`config.mk`:
```
export PLATFORM = sky130hd
export DESIGN_NAME = xs3_serial_conv
export DESIGN_NICKNAME = d
export VERILOG_FILES = /design/src/rtl/xs3_pkg.sv /design/src/rtl/xs3_step.sv /design/src/rtl/xs3_serial_conv.sv
export SDC_FILE = /design/constraint.sdc
export NUM_CORES = 1
export LEC_CHECK = 0
export ABC_AREA = 1
export BUFFER_PORTS_ARGS = -buffer_cell sky130_fd_sc_hd__buf_4
export CORE_AREA = 2 2 39 41
export DETAILED_ROUTE_END_ITERATION = 12
export DIE_AREA = 0 0 41 43
export SKIP_LAST_GASP = 1
export SLEW_MARGIN = 10
export SYNTH_ARGS = -nofsm -noshare
export SYNTH_HDL_FRONTEND = slang
export SYNTH_SLANG_ARGS = --single-unit
export TNS_END_PERCENT = 10
```
`constraint.sdc`:
```
create_clock -name clk_i -period 1.17 [get_ports clk_i]
set_clock_uncertainty 0.15 [all_clocks]
set_input_delay 0.0585 -clock clk_i [delete_from_list [all_inputs] [get_ports clk_i]]
set_output_delay 0.0585 -clock clk_i [all_outputs]
set_load 0.03 [all_outputs]
```
`src/rtl/xs3_pkg.sv`:
```
package xs3_pkg;

    localparam int unsigned ST_W = 3;

    // Position within the digit and running carry; 3'b111 is unused.
    typedef enum logic [ST_W-1:0] {
        ST_T0    = 3'b000,
        ST_T1_C0 = 3'b001,
        ST_T1_C1 = 3'b011,
        ST_T2_C0 = 3'b010,
        ST_T2_C1 = 3'b110,
        ST_T3_C0 = 3'b100,
        ST_T3_C1 = 3'b101
    } xs3_state_e;

    typedef struct packed {
        xs3_state_e state;
        logic       dout;
    } xs3_regs_t;

endpackage

```
`src/rtl/xs3_step.sv`:
```
module xs3_step
    import xs3_pkg::*;
(
    input  xs3_state_e state_i,
    input  logic       din_i,
    output xs3_state_e next_o,
    output logic       dout_o
);

    // Serial add of 0011: addend bit is 1 at t0 and t1, 0 at t2 and t3.
    always_comb begin
        next_o = ST_T0;
        dout_o = 1'b0;
        unique case (state_i)
            ST_T0: begin
                dout_o = ~din_i;
                next_o = din_i ? ST_T1_C1 : ST_T1_C0;
            end
            ST_T1_C0: begin
                dout_o = ~din_i;
                next_o = din_i ? ST_T2_C1 : ST_T2_C0;
            end
            ST_T1_C1: begin
                dout_o = din_i;
                next_o = ST_T2_C1;
            end
            ST_T2_C0: begin
                dout_o = din_i;
                next_o = ST_T3_C0;
            end
            ST_T2_C1: begin
                dout_o = ~din_i;
                next_o = din_i ? ST_T3_C1 : ST_T3_C0;
            end
            ST_T3_C0: begin
                dout_o = din_i;
                next_o = ST_T0;
            end
            ST_T3_C1: begin
                dout_o = ~din_i;
                next_o = ST_T0;
            end
            default: begin
                dout_o = 1'b0;
                next_o = ST_T0;
            end
        endcase
    end

endmodule

```
`src/rtl/xs3_serial_conv.sv`:
```
module xs3_serial_conv
    import xs3_pkg::*;
(
    input  logic clk_i,
    input  logic rst_i,
    input  logic bit_vld_i,
    input  logic ser_din_i,
    output logic ser_dout_o
);

    xs3_regs_t  regs_d, regs_q;
    xs3_state_e step_next;
    logic       step_dout;

    xs3_step step_i (
        .state_i (regs_q.state),
        .din_i   (ser_din_i),
        .next_o  (step_next),
        .dout_o  (step_dout)
    );

    always_comb begin
        regs_d = regs_q;
        if (bit_vld_i) begin
            regs_d.state = step_next;
            regs_d.dout  = step_dout;
        end
        if (rst_i) begin
            regs_d.state = ST_T0;
            regs_d.dout  = 1'b0;
        end
    end

    always_ff @(posedge clk_i) begin
        regs_q <= regs_d;
    end

    assign ser_dout_o = bit_vld_i ? step_dout : regs_q.dout;


    start_carry_chk: assert property (@(posedge clk_i) disable iff (rst_i)
        (bit_vld_i && regs_q.state == ST_T0) |=>
            (regs_q.state == ($past(ser_din_i) ? ST_T1_C1 : ST_T1_C0)));


    advance_chk: assert property (@(posedge clk_i) disable iff (rst_i)
        (bit_vld_i && (regs_q.state == ST_T1_C0 || regs_q.state == ST_T1_C1)) |=>
            (regs_q.state == ST_T2_C0 || regs_q.state == ST_T2_C1));


    legal_state_chk: assert property (@(posedge clk_i) disable iff (rst_i)
        $countones(regs_q.state) < 3);


    frame_wrap_chk: assert property (@(posedge clk_i) disable iff (rst_i)
        (bit_vld_i && (regs_q.state == ST_T3_C0 || regs_q.state == ST_T3_C1)) |=>
            (regs_q.state == ST_T0));


    hold_state_chk: assert property (@(posedge clk_i) disable iff (rst_i)
        !bit_vld_i |=> $stable(regs_q.state));


    hold_out_chk: assert property (@(posedge clk_i) disable iff (rst_i)
        bit_vld_i |=> (!bit_vld_i -> (ser_dout_o == $past(ser_dout_o))));

endmodule

```
Word-level counts from Yosys, hierarchy flattened
Index checks and enable logic that the tools add are counted.
{"block": "word_totals", "out_inout_bits": 1, "word_cells": 18, "in_bits": 4, "rom_bits": 0, "ram_bits": 0, "ff_bits": 4, "latch_bits": 0, "mem_count": 0}
{"block": "op_classes", "add_sub_neg": 0, "shifts": 0, "n_div": 0, "muxes": 6, "multipliers": 0, "n_reduce_logical": 3, "n_lt_le_gt_ge": 0, "bitwise": 1, "n_eq_ne": 6}
{"op": "3-bit one-hot mux with 5 select lines", "n": 1}
{"op": "3-bit == test, second input constant", "n": 3}
{"op": "3-bit by 2-bit == test with 1-bit output, second input constant", "n": 2}
{"op": "4-bit OR reduction", "n": 1}
{"op": "3-bit by 1-bit == test with 1-bit output, second input constant", "n": 1}
{"op": "3-bit logical NOT", "n": 1}
{"op": "3-bit 2-to-1 mux", "n": 1}
{"op": "3-bit OR reduction", "n": 1}
{"op": "1-bit 2-to-1 mux", "n": 2}
{"op": "2-bit 2-to-1 mux", "n": 1}
{"op": "1-bit one-hot mux with 2 select lines", "n": 1}
{"op": "1-bit inverter", "n": 1}

Longest topological paths before layout
Gate-level depths: netlist of the first run.
{"block": "logic_depth", "depth_word": 4, "depth_mapped": 7, "depth_no_buf": 7}

By module
Synthesis of the first run repeated with hierarchy kept, for this count alone.
{"block": "unflattened", "cells_unflattened": 41, "hier_area_um2": 246.5}
{"module": "xs3_serial_conv", "area_per_inst_um2": 158.9, "seq_area_each_um2": 80.1, "instances": 1, "cells_each": 22}
{"module": "xs3_step", "area_per_inst_um2": 87.6, "seq_area_each_um2": 0.0, "instances": 1, "cells_each": 19}

Worst setup path before layout of the first run
Ideal clock, no wire load.
{"block": "synth_path", "kind": "register to output", "start": "register regs_q[1]", "end": "output ser_dout_o", "stages_incl_launch_ff": 8, "n_path_buf": 0, "arrival_time_ns": 0.911, "required_time_ns": 0.961, "setup_slack_ns": 0.050, "path_cell_list": "dfxtp_1 inv_1 nand2_1 inv_1 nand3_1 nand3_2 nand2_2 inv_1"}
{"block": "synth_via", "elab_chain_len": 4, "word_cells_on_any_way": 11, "classes_between": "6 x eq/ne; 2 x mux; 3 x reduce/logical"}
{"item": "start, declared", "line_no": "xs3_serial_conv.sv:11", "rtl": "xs3_regs_t regs_d, regs_q;"}
{"item": "start signal, assigned", "line_no": "xs3_serial_conv.sv:35", "rtl": "regs_q <= regs_d;"}
{"item": "3-bit by 1-bit == test with 1-bit output, or another cell as far along", "line_no": "xs3_step.sv:14", "rtl": "unique case (state_i)"}
{"item": "4-bit OR reduction (no source line) / 3-bit OR reduction (equally long branches)"}
{"item": "1-bit one-hot mux with 2 select lines *", "line_no": "xs3_step.sv:14"}
{"item": "1-bit 2-to-1 mux *", "line_no": "xs3_serial_conv.sv:38", "rtl": "assign ser_dout_o = bit_vld_i ? step_dout : regs_q.dout;"}
{"item": "end, declared", "line_no": "xs3_serial_conv.sv:8", "rtl": "output logic ser_dout_o"}
Mark *: on every way between the ends. The rest lies on a longest branch, timed or not.

Worst setup path after layout of the first run
{"block": "layout_path", "start": "register regs_q[2]", "end": "output ser_dout_o"}
Same word-level chain as after synthesis.

==> results of run 1 <==
layout by cell type (no fill, tap or decap), types with 2 or more instances in the layout:
cell type,Yosys,routed
clkbuf_4,0,3
dfxtp_2,0,2
inv_2,1,3
o21ai_0,3,3
nand3_2,2,3
nand3_1,5,4
nand2_2,2,4
a31oi_1,3,3
dlygate4sd3_1,0,3
buf_4,0,14
inv_1,7,4
nand2_1,5,2
critical path: cells and delay by family, from the launching register on:
family,cells,cell delay (ns)
buffers and inverters,3,0.20
AND/OR/NAND/NOR,5,0.29
flip-flops,1,0.37
what timing repair did:
action	CTS	global route
endpoints found under the hold margin	4	0
resized for setup	7	7
gates cloned	0	0
setup endpoints to repair	1	2
hold buffers	3	0
pin swaps	2	2
setup buffers	4	2
power by group:
group	leakage, nW	total (W)	switching [W]	internal [W]
clock network	0.0138	0.000166	0.0000513	0.000114
logic	0.171	0.000159	0.0000721	0.0000869
registers	0.0344	0.000160	0.0000103	0.000150
worst paths after layout:
kind	startpoint	end	slack (ns)	depth (start not counted)
worst max register to register	regs_q[2]	regs_q[0]	-0.04	9
worst min register to register	regs_q[3]	regs_q[3]	0.40	2
worst min-delay path	ser_din_i	regs_q[1]	0.009	3
worst max-delay path	regs_q[2]	ser_dout_o	-0.13	8
layer usage:
layer	share of wire (%)	routed length (um)	global-route usage, %
met1	46	281	12.18
met2	47	286	12.19
met3	6.7	41	7.853
met4	0	0	0
met5	0	0	0
synthesized netlist by cell type:
master	count	share of area, %
nor2_1	1	1.6
nor2_2	1	2.6
a31oi_1	3	7.9
nand3_1	5	11
nand3_2	2	8.5
o21ai_0	3	6.3
nand2_2	2	5.3
inv_2	1	1.6
nand2_1	5	7.9
dfxtp_1	4	34
inv_1	7	11
nand4_1	1	2.6
cell type report:
| class | count | area (um2) |
|---|---|---|
| inverters | 8 | 32.53 |
| well taps | 16 | 20.02 |
| multi-input cells | 23 | 143.9 |
| fillers | 149 | 932.1 |
| repair buffers | 18 | 146.4 |
| flip-flops and latches | 4 | 86.33 |
| clock buffers | 3 | 22.52 |
logic make-up after synthesis:
logic type | count (synthesis) | synth area share, %
compound gates | 6 | 14.28
simple gates | 17 | 39.15
flops | 4 | 33.86
buf+inv | 8 | 12.70
per-stage QoR:
stage	setup slack (ns)	instance area, um2	hold WS, ns
6_report	-0.1269	451.7	0.008517
5_1_grt	-0.2149	451.7	0.01766
4_1_cts	-0.1531	417.9	0.0004687
3_5_place_dp	-0.02584	324.1	0.08459
3_3_place_gp	-0.02153	324.1	0.07921
2_1_floorplan	0.05034	236.5	-0.02463
==> flow_metrics.tcl, run 1 <==
set metrics [dict create \
    outcome "finished with violations" \
    violations "negative setup slack" \
    grt_use_total_pct 9.228 \
    regMostFlops "regs_q" \
    synth_cell_types 12 \
    power.density_mw_per_mm2 1074 \
    cts_tree "yes" \
    place_hpwl_um 405.8 \
    die_h_um 43 \
    antenna_found_initial 0 \
    cts.sinks 4 \
    dieArea_mm2 0.001763 \
    drive_gt1_share_pct 60.71 \
    cts.clk_slew.worst_paths_ns 0.03 \
    hold_viol 0 \
    firstDrtPassIters 4 \
    syn_nets 39 \
    cp.arrival_ns 1.09 \
    p_leak_nw 0.2190 \
    post-route-min-period_ns 1.297 \
    antenna_cells 0 \
    hp-class "primary input to flip-flop" \
    clock-root-buffer "clkbuf_4" \
    post_drt_wl_per_cell_um 8.444 \
    die_w_um 41 \
    startpoint_type "flip-flop" \
    yosysSeqAreaShare_pct 33.86 \
    final.period_utilization_pct 110.9 \
    num_vias 296 \
    routed_wl_um 608 \
    placed_cells 60 \
    ios 5 \
    finalPower_w 0.0004851 \
    io_buffers 4 \
    cp_cell_sequence "inv_4 -> nand2_4 -> nand2_2 -> nand3_2 -> nand3_2 -> nand2_2 -> inv_2 -> buf_6" \
    fin_util_pct 32.64 \
    ys_ff_latch 4 \
    overflow 0 \
    cts-htree-levels 1 \
    cp_slowest_stage_delay_ns 0.37 \
    critPathMaxFanout 4 \
    tns_ns -0.1884 \
    grt_pass1_wl_um 1083 \
    slew_headroom_pct 89.72 \
    drtIter0Drc 6 \
    antenna_left 0 \
    synth_area_per_cell_um2 6.756 \
    start_util_pct 17.09 \
    rows 14 \
    top_regs "regs_q (4)" \
    clock_path_buffers 2 \
    path_class "flip-flop to primary output" \
    clk_latency_ns 0.23 \
    synth_area_um2 236.5 \
    drc 0 \
    cap_violations 0 \
    synthCells 35 \
    end_kind "primary output" \
    rsz0062_at_grt "true" \
    place_congestion 0.7625 \
    cts_buffers 3 \
    core-area_mm2 0.001384 \
    layoutNonFillerInstCount 72 \
    finalMaxSlewViolations 0 \
    largest_reg_flops 4 \
    setup_ws_ns -0.1269 \
    vdd_drop_max_v 0.0006019 \
    grt_pass1_vias 258 \
    area_growth_pct 91.01 \
    critPathRequiredTime_ns 0.96 \
    fin_nets 62 \
    grt_max_degree 7 \
    worst_pin_slew_ns 0.1526 \
    setup-violations-final 4 \
    max_freq_ghz 0.7710 \
    synth_warnings 0 \
    via_per_inst 4.111 \
    slowest_stage "dfxtp_4" \
]
Note: power is estimated with default switching activity, not from simulation.
==> run 2: changes to the inputs <==
--- a/config.mk
+++ b/config.mk
@@ -5,11 +5,11 @@
 export SDC_FILE = /design/constraint.sdc
 export NUM_CORES = 1
 export LEC_CHECK = 0
-export ABC_AREA = 1
 export BUFFER_PORTS_ARGS = -buffer_cell sky130_fd_sc_hd__buf_4
 export CORE_AREA = 2 2 39 41
 export DETAILED_ROUTE_END_ITERATION = 12
 export DIE_AREA = 0 0 41 43
+export HOLD_SLACK_MARGIN = 0.12
 export SKIP_LAST_GASP = 1
 export SLEW_MARGIN = 10
 export SYNTH_ARGS = -nofsm -noshare
==> constraint.sdc (replaced) <==
create_clock -name clk_i -period 1.3 [get_ports clk_i]
set_clock_uncertainty 0.15 [all_clocks]
set_input_delay 0.065 -clock clk_i [delete_from_list [all_inputs] [get_ports clk_i]]
set_output_delay 0.065 -clock clk_i [all_outputs]
set_load 0.03 [all_outputs]
==> run 2 against run 1 <==
Against the previous run: the run still ends with negative setup slack left; die area did not move; via count fell by 16%; critical path depth fell by 4; sequential cell count did not move; largest power group unchanged.
==> flow_metrics.tcl, run 2 <==
set metrics [dict create \
    final.period_utilization_pct 107.1 \
    top_regs "regs_q (4)" \
    firstDrtPassIters 2 \
    cts_tree "yes" \
    synth_warnings 0 \
    synthCells 29 \
    largest_reg_flops 4 \
    fin_util_pct 30.02 \
    cp.arrival_ns 1.18 \
    start_util_pct 18.08 \
    synth_cell_types 16 \
    cts.clk_slew.worst_paths_ns 0.04 \
    yosysTopAreaCellShare_pct 32.00 \
    drive_gt1_share_pct 48.78 \
    layoutNonFillerInstCount 57 \
    outcome "finished with violations" \
    antenna_cells 0 \
    p_leak_nw 0.1621 \
    num_vias 250 \
    critPathMaxFanout 3 \
    async_reset_ff_share_pct 0 \
    hp-class "primary input to flip-flop" \
    grt_pass1_vias 262 \
    synth_area_leaders "dfxtp_1 (32%), nor2b_1 (10%), a21oi_1 (8.0%)" \
    critPathRequiredTime_ns 1.09 \
    place_hpwl_um 398.9 \
    cap_violations 0 \
    cts_buffers 3 \
    slowest_stage "dfxtp_1" \
    vdd_drop_max_v 0.0005055 \
    die_w_um 41 \
    holdWs_ns 0.07106 \
    clock_path_buffers 2 \
    power.density_mw_per_mm2 987.3 \
    syn_nets 33 \
    yosys-top-cells-count "a21oi_1 (4), dfxtp_1 (4), nor2b_1 (4)" \
    clock-root-buffer "clkbuf_4" \
    met3_usage_pct 5.236 \
    dieArea_mm2 0.001763 \
    place_congestion 0.7284 \
    path_class "flip-flop to primary output" \
    hold_buffers 2 \
    hold_viol 0 \
    die_h_um 43 \
    end_kind "primary output" \
    antenna_found_initial 0 \
    pre_cts_ws_ns 0.05010 \
    drc 0 \
    violations "negative setup slack" \
    layout_common_cells "buf_4 (6), nor2b_1 (4), a21oi_1 (3), clkbuf_4 (3)" \
    cp_slowest_stage_delay_ns 0.34 \
    ys_ff_latch 4 \
    slew_headroom_pct 84.95 \
    busiest_layer "met2" \
    placed_cells 51 \
    worst_pin_slew_ns 0.2257 \
    max_freq_ghz 0.7180 \
    synth_top_area_cell "dfxtp_1" \
    ios 5 \
    io_buffers 4 \
    post_drt_wl_per_cell_um 10.98 \
    cp_cell_sequence "nor3b_4 -> o32ai_4 -> a21oi_2 -> buf_6" \
    post-route-min-period_ns 1.393 \
    via_per_inst 4.386 \
    grt_max_degree 8 \
    finalMaxSlewViolations 0 \
    startpoint_type "flip-flop" \
    use_met1_pct 9.677 \
    rows 14 \
    yosysSeqAreaShare_pct 32.00 \
    grt_use_total_pct 9.045 \
    setup_ws_ns -0.09273 \
    core-area_mm2 0.001384 \
    rsz0062_at_grt "true" \
    area_growth_pct 66.00 \
    grt_util_met2_pct 13.75 \
    final_common_cell "buf_4" \
    antenna_left 0 \
    regMostFlops "regs_q" \
    clk_latency_ns 0.23 \
    synthFlopType "dfxtp_1" \
    overflow 0 \
    drtIter0Drc 2 \
    grt_pass1_wl_um 1055 \
    cts.sinks 4 \
    synth_area_um2 250.2 \
    setup-violations-final 1 \
    synth_edf_count 0 \
    synth_area_per_cell_um2 8.629 \
    fin_nets 47 \
    routed_wl_um 626 \
    cts-htree-levels 1 \
]
==> run 2: cell types whose count changed after synthesis, moves of 2 or more <==
cell / change
nand2b_1: +3
a31oi_1: -3
inv_1: -7
nand3_2: -2
a21oi_1: +4
nand3_1: -4
nand2_2: -2
nor2b_1: +4
nand2_1: -3
==> run 2: metrics by stage <==
stage | setup TNS (ns) | total power, W | area [um2]
after floorplan | 0 | 0.0001959 | 254.0
after global placement | 0 | 0.0002288 | 319.1
after detailed placement | 0 | 0.0002314 | 319.1
after CTS | -0.1054 | 0.0004158 | 415.4
after global routing | -0.1762 | 0.0004318 | 415.4
final | -0.09273 | 0.0004101 | 415.4
==> run 2: final cells by class <==
type                            instances  area, um2
Multi-Input combinational cell         25      209.0
Fill cell                             145      968.4
Tap cell                               16      20.02
Timing Repair Buffer                    9      76.32
Clock buffer                            3      22.52
Sequential cell                         4      87.58
==> run 2: timing repair <==
item,in CTS,in global routing
resized for setup,10,0
buffers inserted,1,0
endpoints found under the hold margin,4,1
endpoints found under the setup margin,1,2
pin swaps,1,0
==> run 2: metal layers <==
metal	vias to the layer above	part of all wire, %
met5	-	0
met4	0	0
met3	0	6.7
met2	7	52
met1	115	41
li1	128	-
==> run 2: worst max-delay path, delay by kind of cell, from the launching register on <==
| family | cells | cell delay (ns) |
|---|---|---|
| simple gates | 1 | 0.24 |
| buf+inv | 1 | 0.14 |
| compound gates | 2 | 0.22 |
| flops | 1 | 0.34 |
==> run 2: kinds of logic (layout without fill, tap and decap cells) <==
group                  after synthesis  after routing  synth area share, %
AO/OA/AOI/OAI                        9              9                26.50
XOR/XNOR                             1              1                3.501
buffers and inverters                0             12                    0
flip-flops                           4              4                32.00
AND/OR/NAND/NOR                     15             15                38.00
==> run 2: worst paths after layout <==
check	startpoint	endpoint	cells past startpoint	slack [ns]
worst max-delay path	regs_q[1]	ser_dout_o	4	-0.09
worst min register to register	regs_q[2]	regs_q[2]	2	0.37
worst min-delay path	ser_din_i	regs_q[0]	3	0.07
worst max register to register	regs_q[1]	regs_q[0]	4	0.06
==> run 2: where the power goes <==
| group | switching [W] | internal (W) | total (W) | leakage (nW) |
|---|---|---|---|---|
| Clock | 0.0000487 | 0.000103 | 0.000152 | 0.0138 |
| Sequential | 0.0000137 | 0.000133 | 0.000146 | 0.0344 |
| Combinational | 0.0000505 | 0.0000614 | 0.000112 | 0.114 |
| Total | 0.000113 | 0.000297 | 0.000410 | 0.162 |
